[config.mk]
export PLATFORM = sky130hd
export DESIGN_NAME = supmon_rst_ctrl
export DESIGN_NICKNAME = d
export VERILOG_FILES = /design/src/rtl/supmon_pkg.sv /design/src/rtl/supmon_sync.sv /design/src/rtl/supmon_dcnt.sv /design/src/rtl/supmon_cfg.sv /design/src/rtl/supmon_rst_ctrl.sv
export SDC_FILE = /design/constraint.sdc
export NUM_CORES = 1
export LEC_CHECK = 0
export ABC_AREA = 0
export BUFFER_PORTS_ARGS = -buffer_cell sky130_fd_sc_hd__buf_4
export CAP_MARGIN = 25
export CORE_ASPECT_RATIO = 0.7
export CORE_MARGIN = 3
export CORE_UTILIZATION = 33
export CTS_BUF_LIST = sky130_fd_sc_hd__clkbuf_2
export DETAILED_ROUTE_END_ITERATION = 8
export GPL_TIMING_DRIVEN = 0
export PLACE_DENSITY_LB_ADDON = 0.25
export SLEW_MARGIN = 20
export SYNTH_ARGS = -nofsm -noshare
export SYNTH_HDL_FRONTEND = slang
export SYNTH_SLANG_ARGS = --single-unit
[constraint.sdc]
create_clock -name clk -period 1.7 [get_ports clk]
set_input_delay 0.255 -clock clk [delete_from_list [all_inputs] [get_ports clk]]
set_output_delay 0.255 -clock clk [all_outputs]
set_load 0.05 [all_outputs]
[src/rtl/supmon_pkg.sv]
package supmon_pkg;
  // bits needed to hold a count from 0 up to n
  function automatic int cnt_width(input int n);
    return (n < 1) ? 1 : $clog2(n + 1);
  endfunction
endpackage

[src/rtl/supmon_sync.sv]
module supmon_sync #(
  parameter int STAGES = 2
) (
  input  logic clk,
  input  logic clr,
  input  logic d,
  output logic q
);
  logic [STAGES-1:0] chain;

  generate
    if (STAGES == 1) begin : g_single
      always_ff @(posedge clk) begin
        if (clr) chain <= '0;
        else     chain <= d;
      end
    end else begin : g_multi
      always_ff @(posedge clk) begin
        if (clr) chain <= '0;
        else     chain <= {chain[STAGES-2:0], d};
      end
    end
  endgenerate

  assign q = chain[STAGES-1];
endmodule

[src/rtl/supmon_dcnt.sv]
module supmon_dcnt #(
  parameter int W = 4
) (
  input  logic         clk,
  input  logic         load,
  input  logic [W-1:0] load_val,
  input  logic         dec,
  output logic         zero
);
  logic [W-1:0] cnt;

  always_ff @(posedge clk) begin
    if (load)                  cnt <= load_val;
    else if (dec && cnt != '0) cnt <= cnt - 1'b1;
  end

  assign zero = (cnt == '0);
endmodule

[src/rtl/supmon_cfg.sv]
module supmon_cfg (
  input  logic clk,
  input  logic por,
  input  logic wr_en,
  input  logic wr_en_d,
  input  logic wr_src,
  input  logic wr_src_d,
  output logic en_q,
  output logic sel_q,
  output logic en_rise
);
  // only power-on touches these besides explicit writes
  always_ff @(posedge clk) begin
    if (por) begin
      en_q  <= 1'b1;
      sel_q <= 1'b1;
    end else begin
      if (wr_en)  en_q  <= wr_en_d;
      if (wr_src) sel_q <= wr_src_d;
    end
  end

  assign en_rise = wr_en && wr_en_d && !en_q;
endmodule

[src/rtl/supmon_rst_ctrl.sv]
module supmon_rst_ctrl #(
  parameter int POR_DLY     = 1024,
  parameter int STAB_CYC    = 64,
  parameter int SYNC_STAGES = 2
) (
  input  logic clk,
  input  logic por_i,
  input  logic vlow_async_i,
  input  logic swrst_req_i,
  input  logic wr_en_i,
  input  logic wr_en_data_i,
  input  logic wr_src_i,
  input  logic wr_src_data_i,
  output logic core_rst_n_o,
  output logic pin_rst_n_o,
  output logic flag_o,
  output logic mon_en_o,
  output logic mon_rdy_o
);
  import supmon_pkg::*;

  localparam int PW = cnt_width(POR_DLY);
  localparam int SW = cnt_width(STAB_CYC);

  logic vlow_s;
  logic en_q, sel_q, en_rise;
  logic stab_zero, por_zero;
  logic rdy_q, flag_q, core_q, pin_q;
  logic trip, hold;

  supmon_sync #(.STAGES(SYNC_STAGES)) u_sync (
    .clk (clk),
    .clr (por_i),
    .d   (vlow_async_i),
    .q   (vlow_s)
  );

  supmon_cfg u_cfg (
    .clk      (clk),
    .por      (por_i),
    .wr_en    (wr_en_i),
    .wr_en_d  (wr_en_data_i),
    .wr_src   (wr_src_i),
    .wr_src_d (wr_src_data_i),
    .en_q     (en_q),
    .sel_q    (sel_q),
    .en_rise  (en_rise)
  );

  // settling window: restarted on power-on and on every off-to-on write
  supmon_dcnt #(.W(SW)) u_stab (
    .clk      (clk),
    .load     (por_i || en_rise),
    .load_val (SW'(STAB_CYC)),
    .dec      (en_q),
    .zero     (stab_zero)
  );

  // start-up delay: only a real power-on loads it
  supmon_dcnt #(.W(PW)) u_pdly (
    .clk      (clk),
    .load     (por_i),
    .load_val (PW'(POR_DLY)),
    .dec      (1'b1),
    .zero     (por_zero)
  );

  assign trip = vlow_s && en_q && sel_q && rdy_q;
  assign hold = por_i || !por_zero || trip || swrst_req_i;

  always_ff @(posedge clk) begin
    if (por_i) begin
      rdy_q  <= 1'b0;
      flag_q <= 1'b1;
      core_q <= 1'b0;
      pin_q  <= 1'b0;
    end else begin
      rdy_q  <= en_q && stab_zero;
      core_q <= !hold;
      pin_q  <= !hold;
      if (trip)             flag_q <= 1'b1;
      else if (swrst_req_i) flag_q <= 1'b0;
    end
  end

  assign core_rst_n_o = core_q;
  assign pin_rst_n_o  = pin_q;
  assign flag_o       = flag_q;
  assign mon_en_o     = en_q;
  assign mon_rdy_o    = rdy_q;
endmodule

==> results.cfg, run 1 <==
[logic_synthesis]
async_flop_share_pct = 0
synth_seq_cells = 25
synth_area_um2 = 1196
synth.distinct_cells = 45
syn_nets = 139
ys.flop_type = dfxtp_1
yosys_warnings = 0
yosys.area.top_type = dfxtp_1
yosysSeqAreaShare_pct = 41.84
netlist_instances = 127
synth_edf_count = 0
synth_area_leaders = dfxtp_1, ha_1, mux2i_1, o21ai_0, a21oi_1
avgSynthCellArea_um2 = 9.418
synth_top_area_share_pct = 41.84

[route]
drt_iter0_drc = 73
drt-vias-per-instance = 5.242
drc_errors = 0
dr.pass1.iters = 4
vias = 1038
wirelength_um = 2648
ant_nets = 0
wl_per_cell_um = 13.37

[floorplan]
coreArea_um2 = 3297
die_w_um = 77.96
die_y_um = 56.37
num_rows = 17
start_util_pct = 36.28
die-area_um2 = 4395
ios = 13

[layout]
final_cell_mix = buf_4, dfxtp_1
final-seq-area_um2 = 505.5
multi_input_area_um2 = 695.7
fin_nets = 164
num_antenna_cells = 0
drive_gt1_share_pct = 32.45
syn2layout_area_growth_pct = 23.85
fillCellCount = 326

[timing]
fin_crit_sh_pct = 99.58
rsz0062_at_grt = true
finalHoldViolCount = 0
setup_violations = 0
finalSetupTns_ns = 0
clock.fmax_mhz = 590.7
fin_crit_ns = 1.693
skew_ns = 0.009670
worst_pin_slew_ns = 0.5146
drv_slew = 0
hold-worst-slack_ns = 0.06132
slew_headroom_pct = 65.70

[critical_path]
cp-start-kind = flip-flop
crit_arrival_ns = 1.98
slowest_delay_ns = 0.56
critical_path_buf_inv_count = 1
critical_path.max_fanout = 5
cp_top_family = simple AND/OR/NAND/NOR gates
crit_required_ns = 1.99
crit_path_end_kind = flip-flop
worstPathCellList = buf_4 > or4_4 > or4_4 > o21ai_2
crit_top_cell = or4_4
cp_slowest_cell = or4_4
criticalPathCategory = reg -> reg

[outcome]
status = finished clean

[placed_design]
gp_congestion = 0.7749
io_buffers = 12
dp_hpwl_um = 1907

[grt]
grt_pass1_wl_um = 4450
grt_max_degree = 15
antenna_found_initial = 0
grt_remaining_overflow = 0
grtUsageTotal_pct = 12.53
grt_pass1_vias = 937

[clock_tree]
cts_tree = yes
clock_tree.root_cell = clkbuf_2
clk_path_buf_depth = 2
numClockSinks = 25
holdBufCountCts = 0
clk-insertion-delay-late_ns = 0.34
ctsHtreeMaxLevel = 1
cts_buffers = 3
clk_pin_slew_ns = 0.23

[power]
irDropWorstVdd_v = 0.0006221
power.density_nw_per_um2 = 1511
finalPower_uw = 2238
p_leak_uw = 0.0006134

[hold_path]
hold_class = in -> reg

[flow_run]
maxCapViolations = 0
-- worst reg2reg max path, cell delays in order (launching register included) --
cell and delay [ns]:
dfxtp_2 0.38, buf_4 0.14, or4_4 0.56, or4_4 0.43, o21ai_2 0.13
-- worst paths after layout --
path | start | to | slack, ns | cells past startpoint
setup / recovery | u_pdly.cnt[0]$_SDFFE_PP0P_ | u_pdly.cnt[5]$_SDFFE_PP0P_ | 0.007 | 4
hold reg to reg | u_sync.chain[0]$_SDFF_PP0_ | u_sync.chain[1]$_SDFF_PP0_ | 0.47 | 1
setup reg to reg | u_pdly.cnt[0]$_SDFFE_PP0P_ | u_pdly.cnt[5]$_SDFFE_PP0P_ | 0.007 | 4
hold / removal | swrst_req_i | flag_o$_SDFFE_PP1P_ | 0.06 | 2
-- where the power goes --
part	leakage (uW)	internal [uW]	switching, uW	total [uW]
Sequential	0.000207	773	227	1000
Clock	0.0000164	53.4	172	225
Combinational	0.000390	518	494	1010
Total	0.000613	1350	893	2240
-- routing by layer --
| layer | part of all wire, % | vias up | global-route usage (%) |
|---|---|---|---|
| met2 | 42 | 18 | 17.93 |
| met4 | 0.45 | 0 | 2.993 |
| met3 | 4.4 | 2 | 3.686 |
| met1 | 53 | 481 | 18.32 |
| li1 | - | 537 | - |
| met5 | 0 | - | 0 |
-- area by class of cell --
| class | instances | share of cell area (%) |
|---|---|---|
| multi-input cells | 90 | 46.96 |
| flip-flops and latches | 25 | 34.12 |
| repair buffers | 20 | 10.14 |
| well taps | 47 | 3.970 |
| inverters | 9 | 2.449 |
| clock buffers | 3 | 1.014 |
| plain buffers | 3 | 1.014 |
| clock inverters | 1 | 0.3378 |
-- logic make-up (layout without fill, tap and decap cells) --
group	Yosys count	after routing	synth area share (%)
AOI/OAI and AO/OA	31	31	17.68
adders and majority gates	4	4	4.184
DFF	25	25	41.84
muxes	6	6	5.230
buffers and inverters	12	36	4.080
and+or+nand+nor	49	49	26.99
-- cells in the mapped netlist (2+ instances only) --
| cell | instances |
|---|---|
| or4_1 | 4 |
| clkbuf_1 | 2 |
| o31ai_1 | 2 |
| a31o_2 | 2 |
| a41oi_1 | 2 |
| nor3b_1 | 3 |
| dfxtp_1 | 25 |
| mux2i_1 | 4 |
| mux2_2 | 2 |
| o21ai_0 | 7 |
| a21oi_1 | 6 |
| nand2_1 | 2 |
| nor4_1 | 2 |
| nor3_1 | 5 |
| nand3_1 | 6 |
| nor2_1 | 6 |
| nand2b_1 | 2 |
| inv_1 | 8 |
| ha_1 | 4 |
| a21boi_0 | 3 |
| nor2b_1 | 3 |
| nand3b_1 | 4 |
-- state kept, by name, indices dropped and copies added (netlist names) --
register,flops
flag_o,1
mon_rdy_o,1
pin_rst_n_o,1
u_cfg.en_q,1
u_cfg.sel_q,1
u_pdly.cnt,11
u_stab.cnt,7
u_sync.chain,2
-- through the flow --
stage,instance area (um2),setup slack (ns),util [%],cells
5_1_grt,1481,-0.01281,44.93,198
4_1_cts,1435,0.006434,43.53,194
2_1_floorplan,1206,0.04491,-,127
3_5_place_dp,1355,-0.1325,41.10,186
6_report,1481,0.007133,44.93,198
3_3_place_gp,1355,-0.1194,41.10,186
-- timing repair --
action                                  4_1_cts  5_1_grt
endpoints found under the setup margin        4        4
buffers inserted                              4        4
resized for setup                            10        6
pin swaps                                     0        2
Power figures use the tool's default switching activity.
==> run 2, diff against run 1 <==
==> constraint.sdc (replaced) <==
create_clock -name clk -period 1.9 [get_ports clk]
set_input_delay 0.285 -clock clk [delete_from_list [all_inputs] [get_ports clk]]
set_output_delay 0.285 -clock clk [all_outputs]
set_load 0.05 [all_outputs]
==> run 2 against run 1 <==
Design area shrank 5.7%. Setup slack improved by 0.079 ns. Via count down 1.2%. Wire length decreased by 5.2%. Flip-flop and latch count is the same. Register-to-register slack improved by 0.08 ns. Clock power is 6% lower. Worst hold slack better by 0.030 ns. Combinational power shrank 22%. Critical path depth rose by 1. Fmax down 6.6%. Sequential power decreased by 11%. Critical endpoint is now u_pdly.cnt[8]$_SDFFE_PP0P_.
==> results.cfg, run 2 (synthesis results as in run 1) <==
[outcome]
status = finished clean

[route]
drt_iter0_drc = 38
wirelength_um = 2511
dr.pass1.iters = 4
ant_nets = 0
drt-vias-per-instance = 5.372
drc_errors = 0
wl_per_cell_um = 13.15
vias = 1026

[power]
p_leak_uw = 0.0005729
irDropWorstVdd_v = 0.0003671
power.density_nw_per_um2 = 1356
finalPower_uw = 1894

[clock_tree]
clk_path_buf_depth = 2
clk_pin_slew_ns = 0.23
cts_tree = yes
holdBufCountCts = 0
cts_buffers = 3
clock_tree.root_cell = clkbuf_2
ctsHtreeMaxLevel = 1
numClockSinks = 25
clk-insertion-delay-late_ns = 0.34

[layout]
drive_gt1_share_pct = 22.92
largest_registers = u_pdly.cnt: 11 flops, u_stab.cnt: 7 flops, u_sync.chain: 2 flops
num_antenna_cells = 0
syn2layout_area_growth_pct = 16.74
final_cell_mix = dfxtp_1, buf_4, inv_1
layout.cells.non_filler = 191
design_area_um2 = 1396
final_common_cell = dfxtp_1
top_register = u_pdly.cnt
largest_reg_flops = 11
fin_nets = 157

[floorplan]
die-area_um2 = 4395
coreArea_um2 = 3297
die_y_um = 56.37
num_rows = 17
start_util_pct = 36.28
die_w_um = 77.96
ios = 13

[placed_design]
post_dp_cell_area_um2 = 1345
dp_hpwl_um = 1826
dp_cells = 186
io_buffers = 12
gp_congestion = 0.7389

[grt]
grt_remaining_overflow = 0
grt_max_degree = 14
grt_pass1_vias = 904
antenna_found_initial = 0
grt_pass1_wl_um = 4105
grtUsageTotal_pct = 11.53

[hold_path]
hold_start = swrst_req_i
hold_depth = 2
hold_class = in -> reg
holdPathEnd = flag_o$_SDFFE_PP1P_

[timing]
finalHoldViolCount = 0
slew_headroom_pct = 59.59
skew_ns = 0.006566
fin_crit_ns = 1.813
worst_pin_slew_ns = 0.6016
clock.fmax_mhz = 551.4
finalSetupTns_ns = 0
setup_violations = 0
drv_slew = 0
fin_crit_sh_pct = 95.44
rsz0062_at_grt = false

[critical_path]
crit_required_ns = 2.20
reg2reg_slack_ns = 0.09
cp-start-kind = flip-flop
crit_arrival_ns = 2.11
critical_path.max_fanout = 5
rr_endpoint = u_pdly.cnt[8]$_SDFFE_PP0P_
criticalPathCategory = reg -> reg
crit_path_end_kind = flip-flop
worstReg2RegStart = u_pdly.cnt[0]$_SDFFE_PP0P_
rr_worst_depth = 5

[flow_run]
maxCapViolations = 0
## run 2: changes by cell type in the layout (fill, tap and decap cells not counted), moves of 2 or more
cell | previous run | this run
buf_4 | 21 | 14
dfxtp_1 | 21 | 23
dfxtp_2 | 4 | 2
inv_1 | 6 | 8
## run 2: worst max path at each step
stage | depth (start not counted) | end | from
2_1_floorplan | 3 | u_stab.cnt[5]$_SDFFE_PP0P_ | u_cfg.en_q$_SDFFE_PP1P_
3_3_place_gp | 5 | u_pdly.cnt[0]$_SDFFE_PP0P_ | u_pdly.cnt[0]$_SDFFE_PP0P_
3_5_place_dp | 5 | u_pdly.cnt[0]$_SDFFE_PP0P_ | u_pdly.cnt[0]$_SDFFE_PP0P_
4_1_cts | 5 | u_pdly.cnt[0]$_SDFFE_PP0P_ | u_pdly.cnt[0]$_SDFFE_PP0P_
5_1_grt | 5 | u_pdly.cnt[8]$_SDFFE_PP0P_ | u_pdly.cnt[1]$_SDFFE_PP0P_
6_report | 5 | u_pdly.cnt[8]$_SDFFE_PP0P_ | u_pdly.cnt[0]$_SDFFE_PP0P_
## run 2: metrics by stage
stage / setup WS [ns] / utilization (%) / hold slack, ns
floorplan: 0.07286 / - / 0.3854
detailed placement: -0.1152 / 40.80 / 0.4445
finish: 0.08658 / 42.35 / 0.09114
global placement: -0.07759 / 40.80 / 0.4227
global route: 0.004738 / 42.35 / 0.06360
CTS: 0.01984 / 41.67 / 0.08222
## run 2: cell type report
| cell class | count | area, um2 |
|---|---|---|
| flip-flops and latches | 25 | 503.0 |
| inverters | 9 | 33.78 |
| plain buffers | 3 | 15.01 |
| well taps | 47 | 58.81 |
| repair buffers | 13 | 97.59 |
| fillers | 333 | 1901 |
| multi-input cells | 90 | 668.1 |
| clock buffers | 4 | 20.02 |
## run 2: routing by layer
layer / track usage (%) / vias to the layer above / share of wire [%]
met5: 0 / - / 0
met4: 2.244 / 0 / 0.48
met3: 4.647 / 2 / 8.7
met2: 17.07 / 29 / 42
met1: 15.84 / 478 / 49
li1: - / 517 / -
## run 2: where the power goes
part	switching, uW	total, uW	leakage (uW)	internal, uW
Sequential	201	891	0.000207	691
Combinational	411	790	0.000349	379
Clock	157	212	0.0000166	55.6
Total	769	1890	0.000573	1130
## run 2: worst max-delay path, stage by stage (launching register included)
cell and delay (ns):
dfxtp_2 0.40, inv_1 0.10, ha_2 0.24, or4b_1 0.48, or4_1 0.41, a21oi_1 0.14
## run 2: what timing repair did
| action | 4_1_cts | 5_1_grt |
|---|---|---|
| resized for setup | 1 | 5 |
| setup buffers | 0 | 1 |
| endpoints found under the setup margin | 1 | 3 |
